## src/rtl/fpe_pkg.sv

```systemverilog
package fpe_pkg;

   typedef logic [1:0] tv_t;

   localparam tv_t TV0 = 2'b00;
   localparam tv_t TV1 = 2'b01;
   localparam tv_t TVX = 2'b10;

   typedef struct packed {
      tv_t good;
      tv_t bad;
   } pair_t;

   localparam pair_t PAIR_X = '{good: TVX, bad: TVX};

   typedef enum logic [2:0] {
      G_AND  = 3'd0,
      G_OR   = 3'd1,
      G_NAND = 3'd2,
      G_NOR  = 3'd3,
      G_NOT  = 3'd4,
      G_XOR  = 3'd5,
      G_BUF  = 3'd6,
      G_XNOR = 3'd7
   } gtype_e;

   function automatic logic tv_known(tv_t v);
      return (v[1] == 1'b0);
   endfunction

   function automatic tv_t tv_norm(tv_t v);
      return tv_known(v) ? v : TVX;
   endfunction

   function automatic tv_t tv_not(tv_t v);
      tv_t n;
      n = tv_norm(v);
      if (n == TV0) return TV1;
      if (n == TV1) return TV0;
      return TVX;
   endfunction

   function automatic tv_t tv_and(tv_t a, tv_t b);
      tv_t na, nb;
      na = tv_norm(a);
      nb = tv_norm(b);
      if (na == TV0 || nb == TV0) return TV0;
      if (na == TV1 && nb == TV1) return TV1;
      return TVX;
   endfunction

   function automatic tv_t tv_or(tv_t a, tv_t b);
      tv_t na, nb;
      na = tv_norm(a);
      nb = tv_norm(b);
      if (na == TV1 || nb == TV1) return TV1;
      if (na == TV0 && nb == TV0) return TV0;
      return TVX;
   endfunction

   function automatic tv_t tv_xor(tv_t a, tv_t b);
      if (!tv_known(a) || !tv_known(b)) return TVX;
      return (a == b) ? TV0 : TV1;
   endfunction

   function automatic tv_t tv_eval(gtype_e t, tv_t a, tv_t b);
      case (t)
         G_AND:   return tv_and(a, b);
         G_OR:    return tv_or(a, b);
         G_NAND:  return tv_not(tv_and(a, b));
         G_NOR:   return tv_not(tv_or(a, b));
         G_NOT:   return tv_not(a);
         G_XOR:   return tv_xor(a, b);
         G_BUF:   return tv_norm(a);
         default: return tv_not(tv_xor(a, b));
      endcase
   endfunction

   function automatic logic pair_disc(pair_t p);
      return tv_known(p.good) && tv_known(p.bad) && (p.good != p.bad);
   endfunction

   function automatic logic pair_has_x(pair_t p);
      return !tv_known(p.good) || !tv_known(p.bad);
   endfunction

endpackage

```

## src/rtl/fpe_table.sv

```systemverilog
module fpe_table
   import fpe_pkg::*;
#(
   parameter int N_GATES = 32,
   parameter int NET_W   = 6,
   localparam int GI_W   = $clog2(N_GATES)
) (
   input  logic              clk,
   input  logic              rst_n,
   input  logic              wr_en,
   input  logic [GI_W-1:0]   wr_idx,
   input  logic [2:0]        wr_type,
   input  logic [NET_W-1:0]  wr_a,
   input  logic [NET_W-1:0]  wr_b,
   input  logic [GI_W-1:0]   rd_idx,
   output gtype_e            rd_type,
   output logic [NET_W-1:0]  rd_a,
   output logic [NET_W-1:0]  rd_b
);

   gtype_e             typ_q [N_GATES];
   logic [NET_W-1:0]   a_q   [N_GATES];
   logic [NET_W-1:0]   b_q   [N_GATES];

   for (genvar g = 0; g < N_GATES; g++) begin : g_entry
      always_ff @(posedge clk or negedge rst_n) begin
         if (!rst_n) begin
            typ_q[g] <= G_BUF;
            a_q[g]   <= '0;
            b_q[g]   <= '0;
         end else if (wr_en && (wr_idx == GI_W'(g))) begin
            typ_q[g] <= gtype_e'(wr_type);
            a_q[g]   <= wr_a;
            b_q[g]   <= wr_b;
         end
      end
   end

   assign rd_type = typ_q[rd_idx];
   assign rd_a    = a_q[rd_idx];
   assign rd_b    = b_q[rd_idx];

endmodule

```

## src/rtl/fpe_gate_alu.sv

```systemverilog
module fpe_gate_alu
   import fpe_pkg::*;
(
   input  gtype_e typ,
   input  pair_t  va,
   input  pair_t  vb,
   input  logic   inj_en,
   input  logic   inj_val,
   output pair_t  y,
   output logic   frontier
);

   logic [1:0][1:0] lane_a;
   logic [1:0][1:0] lane_b;
   logic [1:0][1:0] lane_y;
   logic            two_in;

   assign lane_a = va;
   assign lane_b = vb;

   for (genvar l = 0; l < 2; l++) begin : g_lane
      assign lane_y[l] = tv_eval(typ, lane_a[l], lane_b[l]);
   end

   assign y.good = lane_y[1];
   assign y.bad  = inj_en ? (inj_val ? TV1 : TV0) : lane_y[0];

   assign two_in   = (typ != G_NOT) && (typ != G_BUF);
   assign frontier = (pair_disc(va) || (two_in && pair_disc(vb))) && pair_has_x(y);

endmodule

```

## src/rtl/fpe_detect.sv

```systemverilog
module fpe_detect
   import fpe_pkg::*;
#(
   parameter int N_PO = 4
) (
   input  logic [4*N_PO-1:0] po_flat,
   output logic              any_disc
);

   logic [N_PO-1:0] disc;

   for (genvar p = 0; p < N_PO; p++) begin : g_po
      assign disc[p] = pair_disc(pair_t'(po_flat[4*p +: 4]));
   end

   assign any_disc = |disc;

endmodule

```

## src/rtl/fpe_eval.sv

```systemverilog
module fpe_eval
   import fpe_pkg::*;
#(
   parameter int N_PI    = 8,
   parameter int N_GATES = 32,
   parameter int N_PO    = 4,
   parameter int NET_W   = 6,
   localparam int GI_W   = $clog2(N_GATES)
) (
   input  logic                clk,
   input  logic                rst_n,
   input  logic                cfg_we,
   input  logic [GI_W-1:0]     cfg_idx,
   input  logic [2:0]          cfg_type,
   input  logic [NET_W-1:0]    cfg_src_a,
   input  logic [NET_W-1:0]    cfg_src_b,
   input  logic                start,
   input  logic [4*N_PI-1:0]   pi_val,
   input  logic [NET_W-1:0]    fault_net,
   input  logic                fault_sa,
   output logic                busy,
   output logic                done,
   output logic [4*N_PO-1:0]   po_val,
   output logic                test_found,
   output logic                no_test,
   output logic [N_GATES-1:0]  dfront
);

   localparam int N_NETS = N_PI + N_GATES;
   localparam int LAST   = N_GATES - 1;
   localparam int PO_LO  = N_GATES - N_PO;

   if (N_PI < 1) begin : g_bad_pi
      $error("fpe_eval: N_PI must be at least 1");
   end
   if (N_GATES < 2) begin : g_bad_gates
      $error("fpe_eval: N_GATES must be at least 2");
   end
   if (N_PO < 1 || N_PO > N_GATES) begin : g_bad_po
      $error("fpe_eval: N_PO must lie in 1..N_GATES");
   end
   if (N_NETS > (1 << NET_W)) begin : g_bad_netw
      $error("fpe_eval: NET_W too narrow for all nets");
   end

   pair_t              nets_q [N_NETS];
   pair_t              pi_inj [N_PI];
   logic [GI_W-1:0]    cnt_q;
   logic               busy_q;
   logic               done_q;
   logic [N_GATES-1:0] dfront_q;
   logic [NET_W-1:0]   fnet_q;
   logic               fsa_q;

   gtype_e             cur_type;
   logic [NET_W-1:0]   cur_a;
   logic [NET_W-1:0]   cur_b;
   pair_t              va;
   pair_t              vb;
   pair_t              y;
   logic               fr;
   logic [NET_W-1:0]   wr_net;
   logic               inj_en;
   logic               any_disc;

   fpe_table #(
      .N_GATES (N_GATES),
      .NET_W   (NET_W)
   ) u_table (
      .clk     (clk),
      .rst_n   (rst_n),
      .wr_en   (cfg_we),
      .wr_idx  (cfg_idx),
      .wr_type (cfg_type),
      .wr_a    (cfg_src_a),
      .wr_b    (cfg_src_b),
      .rd_idx  (cnt_q),
      .rd_type (cur_type),
      .rd_a    (cur_a),
      .rd_b    (cur_b)
   );

   // source fetch: nets above the last one read unknown
   always_comb begin
      va = PAIR_X;
      vb = PAIR_X;
      if (int'(cur_a) < N_NETS) va = nets_q[cur_a];
      if (int'(cur_b) < N_NETS) vb = nets_q[cur_b];
   end

   assign wr_net = NET_W'(N_PI) + NET_W'(cnt_q);
   assign inj_en = (fnet_q == wr_net);

   fpe_gate_alu u_alu (
      .typ      (cur_type),
      .va       (va),
      .vb       (vb),
      .inj_en   (inj_en),
      .inj_val  (fsa_q),
      .y        (y),
      .frontier (fr)
   );

   // primary inputs with the fault applied at load
   for (genvar i = 0; i < N_PI; i++) begin : g_pi
      always_comb begin
         pi_inj[i] = pair_t'(pi_val[4*i +: 4]);
         if (fault_net == NET_W'(i)) pi_inj[i].bad = fault_sa ? TV1 : TV0;
      end
   end

   always_ff @(posedge clk or negedge rst_n) begin
      if (!rst_n) begin
         for (int n = 0; n < N_NETS; n++) nets_q[n] <= PAIR_X;
         cnt_q    <= '0;
         busy_q   <= 1'b0;
         done_q   <= 1'b0;
         dfront_q <= '0;
         fnet_q   <= '0;
         fsa_q    <= 1'b0;
      end else if (start) begin
         for (int n = 0; n < N_PI; n++) nets_q[n] <= pi_inj[n];
         for (int n = N_PI; n < N_NETS; n++) nets_q[n] <= PAIR_X;
         cnt_q    <= '0;
         busy_q   <= 1'b1;
         done_q   <= 1'b0;
         dfront_q <= '0;
         fnet_q   <= fault_net;
         fsa_q    <= fault_sa;
      end else if (busy_q) begin
         nets_q[wr_net]  <= y;
         dfront_q[cnt_q] <= fr;
         if (cnt_q == GI_W'(LAST)) begin
            busy_q <= 1'b0;
            done_q <= 1'b1;
         end else begin
            cnt_q <= cnt_q + 1'b1;
         end
      end
   end

   for (genvar p = 0; p < N_PO; p++) begin : g_out
      assign po_val[4*p +: 4] = nets_q[N_PI + PO_LO + p];
   end

   fpe_detect #(
      .N_PO (N_PO)
   ) u_detect (
      .po_flat  (po_val),
      .any_disc (any_disc)
   );

   assign busy       = busy_q;
   assign done       = done_q;
   assign dfront     = dfront_q;
   assign test_found = done_q & any_disc;
   assign no_test    = done_q & ~any_disc & ~(|dfront_q);

endmodule

```

## config.mk

```make
export PLATFORM = sky130hd
export DESIGN_NAME = fpe_eval
export DESIGN_NICKNAME = d
export VERILOG_FILES = /design/src/rtl/fpe_pkg.sv /design/src/rtl/fpe_table.sv /design/src/rtl/fpe_gate_alu.sv /design/src/rtl/fpe_detect.sv /design/src/rtl/fpe_eval.sv
export SDC_FILE = /design/constraint.sdc
export NUM_CORES = 1
export LEC_CHECK = 0
export ABC_CLOCK_PERIOD_IN_PS = 4300
export BUFFER_PORTS_ARGS = -buffer_cell sky130_fd_sc_hd__buf_2
export CAP_MARGIN = 20
export CORE_UTILIZATION = 45
export CTS_CLUSTER_SIZE = 25
export DETAILED_ROUTE_END_ITERATION = 7
export PLACE_DENSITY = 0.6
export SLEW_MARGIN = 20
export SYNTH_ARGS = -nofsm -noshare
export SYNTH_HDL_FRONTEND = slang
export SYNTH_SLANG_ARGS = --single-unit
```

## constraint.sdc

```tcl
create_clock -name clk -period 4.3 [get_ports clk]
set_clock_uncertainty 0.05 [all_clocks]
set_input_delay 0.215 -clock clk [delete_from_list [all_inputs] [get_ports clk]]
set_output_delay 0.215 -clock clk [all_outputs]
set_load 0.01 [all_outputs]
```

# --- Yosys cells after proc, flatten, opt, wreduce, memory -nomap -nowiden ---
# Index checks and enable logic that the tools add are counted.
word_totals:
  wordCells: 569
  regBits: 686
  output_inout_bits: 52
op_classes:
  addsub: 2
  n_lt_le_gt_ge: 9
  reduce_logical: 81
  n_bitwise: 21
  n_eq_ne: 67
  mux: 207
ops:
  columns: ["cell", "count"]
  rows:
  - ["$mux 160", 2]
  - ["$mux 2", 87]
  - ["$bwmux 160", 1]
  - ["$mux 1", 89]
  - ["$eq 5x5->1 const B", 17]
  - ["$mux 32", 2]
  - ["$bmux 6 s5", 2]
  - ["$logic_and 1x1->1", 53]
  - ["$bmux 4 s6", 2]
  - ["$eq 5x4->1 const B", 8]
  - ["$bwmux 32", 1]
  - ["$reduce_or 32->1", 1]
  - ["$mux 4", 7]
  - ["$pmux 2 s7", 2]
  - ["$demux 4 s6", 1]
  - ["$eq 6x3->1 const B", 4]
  - ["$mux 6", 4]
  - ["$ge 7x7->1 const B", 3]
  - ["$not 6->7", 3]
  - ["$eq 2x1->1 const B", 10]
  - ["$eq 5x3->1 const B", 4]
  - ["$logic_not 2->1", 10]
  - ["$bmux 3 s5", 1]
  - ["$mux 5", 3]
  - ["other kinds (32)", 70]

# --- Longest topological paths before layout ---
depth:
  depth_word: 34
  ltp_mapped: 24

# --- By module ---
# A second synthesis with hierarchy kept.
unflattened:
  cells_unflattened: 2946
  hier_area_um2: 35402.7
modules_own_cells:
  columns: ["mod", "area_each_um2", "cells_each", "n_inst", "seq_area_each_um2"]
  rows:
  - ["fpe_table", 22256.3, 1627, 1, 12091.6]
  - ["fpe_eval", 12510.7, 1228, 1, 5255.0]
  - ["fpe_gate_alu", 494.2, 70, 1, 0.0]
  - ["fpe_detect", 141.4, 21, 1, 0.0]

# --- Least setup slack after synthesis ---
# OpenSTA, ideal clock, no wires.
synth_timing:
  path_kind: "reg2reg"
  startpoint: "register cnt_q[0]"
  endpoint: "register nets_q[21] (netlist bit)"
  path_slack_ns: -0.407
  synth_period_minus_slack_ns: 4.707
  setup_ns: 0.082
  arrival_ns: 4.575
  stages_incl_launch_ff: 22
  cell_sequence: "dfrtp_1 buf_6 buf_6 buf_6 nor2b_1 mux4_2 o311a_1 a21oi_2 buf_2 mux2i_1 mux2_2 a2111o_1 nand4_1 and2b_1 inv_1 ha_1 nand3_1 o21ai_0 o41ai_4 nor2_2 buf_2 o211ai_1"
synth_via:
  elab_chain_cells: 30
  word_cells_on_any_way: 130
synth_lines:
  columns: ["element", "line", "rtl"]
  rows:
  - ["start, declared", "fpe_eval.sv:48", "logic [GI_W-1:0] cnt_q;"]
  - ["start signal, assigned", "fpe_eval.sv:137", "cnt_q <= cnt_q + 1'b1;"]
  - ["$not 5->6 (implied by the code)", "fpe_table.sv:39, fpe_table.sv:40, fpe_table.sv:41", null]
  - ["$bmux 6 s5 (on tied branches)", "fpe_table.sv:40, fpe_table.sv:41", null]
  - ["$mux 6 (on tied branches) (2 in a row)", "fpe_table.sv:40, fpe_table.sv:41", null]
  - ["$not 6->7 (on tied branches)", "fpe_eval.sv:87, fpe_eval.sv:88", null]
  - ["$bmux 4 s6 (on tied branches)", "fpe_eval.sv:87, fpe_eval.sv:88", null]
  - ["$mux 4 (on tied branches) (3 in a row)", "fpe_eval.sv:87, fpe_eval.sv:88", null]
  - ["$mux 2", "fpe_pkg.sv:32", "return tv_known(v) ? v : TVX;"]
  - ["$eq 2x1->1, or another cell as far along", "fpe_pkg.sv:39, fpe_pkg.sv:48, fpe_pkg.sv:56", null]
  - ["(+11 left out)", null, null]
  - ["$mux 1", "fpe_pkg.sv:67", "case (t)"]
  - ["$mux 2", "fpe_pkg.sv:40", "return TVX;"]
  - ["$mux 2", "fpe_pkg.sv:39", "if (n == TV1) return TV0;"]
  - ["$pmux 2 s7", "fpe_pkg.sv:67", null]
  - ["$mux 2", "fpe_gate_alu.sv:26", "assign y.bad = inj_en ? (inj_val ? TV1 : TV0) : lane_y[0];"]
  - ["$bwmux 160 *", "fpe_eval.sv:131", "nets_q[wr_net] <= y;"]
  - ["$mux 160 *", "fpe_eval.sv:130", "end else if (busy_q) begin"]
  - ["$mux 160 *", "fpe_eval.sv:121", "end else if (start) begin"]
  - ["end signal, assigned by index", "fpe_eval.sv:131", null]
  - ["end, declared", "fpe_eval.sv:46", "pair_t nets_q [N_NETS];"]
# Mark *: on every way between the ends. The rest lies on a longest branch, timed or not. The select of a mux whose other input is x is not followed.
# A chain may end at the register's enable or synchronous reset.

# --- Final worst setup path ---
layout_timing:
  startpoint: "register cnt_q[0]"
  endpoint: "register nets_q (netlist bit po_val[4])"
# The elaborated chain is that of the path after synthesis.

==> metrics.txt <==
status=finished with violations; violated checks=setup timing; die area=about 82000 µm²; via count=30500; syn_nets=3343; CTS root buf=clkbuf_16; HP Class=input port to register; Max stage delay on crit path=570 ps; Bufs on Longest Clock Path=3; setup_tns=-149590 ps; largest family of logic cells by synthesized area=multiplexers; placement-stage cell area=slightly above 40000 µm²; Syn Std Cell Area=36400 µm²; Crit path max-delay family=compound AO/OA/AOI/OAI gates; sequential cell area fraction in the yosys report=0.477; DR iter-0 viols=2940; # Max-Cap Violations=0; largest net degree at the start of global routing=113; ys async rst share=1.00; First-pass DRT Iterations=6; Crit Path Class=register to register; worst path cell trace=buf_12 -> buf_4 -> mux2i_1 -> a221oi_1 -> a21oi_1 -> o21ai_1 -> buf_4 -> buf_4 -> o21ai_4 -> buf_4 -> buf_4 -> o211ai_1 -> o211ai_2 -> nand4_1 -> o41a_1 -> or4_1 -> a311o_1 -> o2111a_2 -> buf_12 -> buf_12 -> o31ai_2; number of global-route vias before repair=30900; Synth Area in Adders=0.00619; area grow syn2layout=23.7%; Worst setup SP type=register; DRC violations left=0; Via density=6.40; Slew headroom=0.338; Routed WL=between 100 and 150 mm; antenna viol nets, final=0; yosys warns=0; Post-Syn Instances=roughly 3300; Final Power=22.3 mW; crit-path most repeated cell=buf_4; complex-gate fraction of the synthesized area=0.158; CP max stage cell=or4_1; Crit Path Max Fanout=13; Mean Syn Cell Area=11.2 µm²; Final Max Slew Viols=0; crit end category=register; CTS clk-pin slew, worst paths=60 ps; CP bufs+invs=8; core box area=79500 µm²; worst vdd ir=0.411 mV; Post-Synth Simple-Gate Area=0.0936; CTS Buf Count=just under 80; Worst EP required=4800 ps; Worst-Skew Late Latency=approximately 660 ps; count of cell types in the netlist=100; layout net count=3731; xor/xnor cell area share of the yosys netlist=0.00409; final setup vio count=192; Die Y=286 µm; min Tclk post-route=5280 ps; All-Layer GR Usage=0.345; final worst slack=-980 ps; Final Wtd Congestion=0.997; Seq cells post-synth=686; Fin. Hold Viols=0; Pleak=19.5 nW; # IOs=~120; first-pass GRT wire length=209 mm; P per Cell Area=between 400 and 500 nW/µm²; final instance area=45000 µm²; post-synthesis mux area share=0.214; Initial Util=0.457; Slew @ Worst Pin=between 900 and 1000 ps; Die W=~290 µm; initial antenna violation count=3; number of flops mapped to enable cells by yosys=0; site row count=103; H-tree lvl count=3; CTS Sinks=686; share of layout cells above drive strength 1=0.438; drt wl/cell=29.8 µm; grt total ovfl=0; PortBufs=114; Top FF cell, synth=dfrtp_1; CP arrival=~5800 ps; CTS tree=yes; final core occ=0.566; RSZ-0062 raised after global routing=true; Peak Freq=roughly 190 MHz; post-DP HPWL=97.8 mm; period utilisation layout=1.23
[sequential cells by signal (all words and copies together) (netlist names)]
signal and cells:
done 1, u_table.a_q 192, nets_q 144, po_val 16, u_table.b_q 192, fsa_q 1, fnet_q 6, dfront 32
cnt_q 5, u_table.typ_q 96, busy 1
[cells by family after synthesis]
group,after synthesis
AO/OA/AOI/OAI,792
AND/OR/NAND/NOR,700
flip-flops,686
multiplexers,675
buffers and inverters,374
adder cells (fa/ha/maj),18
XOR/XNOR,17
[path summary, 6_finish.rpt]
kind                             startpoint               end  slack [ps]  depth (start not counted)
max                                cnt_q[0]         po_val[4]        -980                         21
min                                  cfg_we   u_table.b_q[69]          20                          3
min in group asynchronous             rst_n   u_table.a_q[17]         200                          2
min reg2reg                u_table.b_q[139]  u_table.b_q[139]         450                          1
max reg2reg                        cnt_q[0]         po_val[4]        -980                         21
max in group asynchronous             rst_n  u_table.b_q[181]        2780                          3
[report_power, final]
part | internal (mW) | switching (mW) | total [mW]
logic | 3.34 | 3.88 | 7.22
registers | 7.52 | 0.564 | 8.08
clock network | 4.04 | 2.93 | 6.97
total | 14.9 | 7.37 | 22.3
[cells in the final DEF (no fill, tap or decap), types with 48 or more instances in the layout]
master     instances
a21oi_1           74
nand3_1          109
mux2i_1           95
inv_1             57
nand2_1          223
mux2_2           545
buf_2            112
dfrtp_1          537
dfstp_2          144
clkbuf_16         83
buf_12            48
o211ai_1         127
nor3_1            68
nor2_1           102
buf_4            390
o21ai_0          154
[repair_timing]
action / 4_1_cts / 5_1_grt
resized for setup: 91 / 69
cloned: 1 / 4
hold endpoints to repair: 129 / 0
hold buffers: 39 / 0
pin swaps: 27 / 22
setup buffers: 22 / 7
setup endpoints to repair: 192 / 192
[synth_stat cells, types with 17 or more instances]
master,instances,share of area
mux2_2,546,0.17
dfrtp_1,542,0.37
nand2_1,227,0.023
clkbuf_1,200,0.021
o21ai_0,171,0.024
dfstp_2,144,0.10
o211ai_1,127,0.026
nor2_1,117,0.012
nand3_1,110,0.015
mux2i_1,98,0.027
a21oi_1,86,0.012
nor3_1,79,0.011
inv_1,60,0.0062
buf_2,53,0.0073
a221oi_1,42,0.010
o21ai_1,36,0.0050
a211oi_1,32,0.0066
buf_4,30,0.0062
o22ai_1,27,0.0046
o31ai_2,26,0.0089
mux4_2,25,0.015
a221o_1,24,0.0066
and3_1,24,0.0041
o221ai_1,24,0.0058
a22oi_1,21,0.0043
buf_6,18,0.0056
ha_1,18,0.0062
nand4_1,18,0.0031
or3_1,18,0.0031
nor2b_1,17,0.0029
[worst register-to-register path, delay by kind of cell, from the launching register on]
kind                   cells  cell delay (ps)
AOI/OAI and AO/OA         10             2190
buffers and inverters      8             1320
and+or+nand+nor            2              700
DFF                        1              480
muxes                      1              430
[layout make-up]
type | count | area (µm²)
fill | 6686 | 34500
inverter | 64 | 245
clock buffer | 112 | 2240
multi-input combinational | 2203 | 18200
sequential | 686 | 17400
clock inverter | 34 | 448
timing repair buffer | 617 | 5220
tap | 1050 | 1310
antenna | 1 | 2.50
[per-layer routing]
| metal | global-route usage | wire, µm |
|---|---|---|
| met1 | 0.451 | 57500 |
| met4 | 0.167 | 7460 |
| met3 | 0.0532 | 9770 |
| met5 | 0 | 12 |
| met2 | 0.559 | 67100 |
[metrics by stage]
stage               setup WS, ps  hold slack, ps  std cells
floorplan                   -161            -131       3262
global placement           -1280             333       4550
detailed placement         -1300             335       4550
CTS                         -885           0.969       4756
global route               -1040            28.5       4766
finish                      -980            23.3       4767
(Power assumes the default switching activity.)
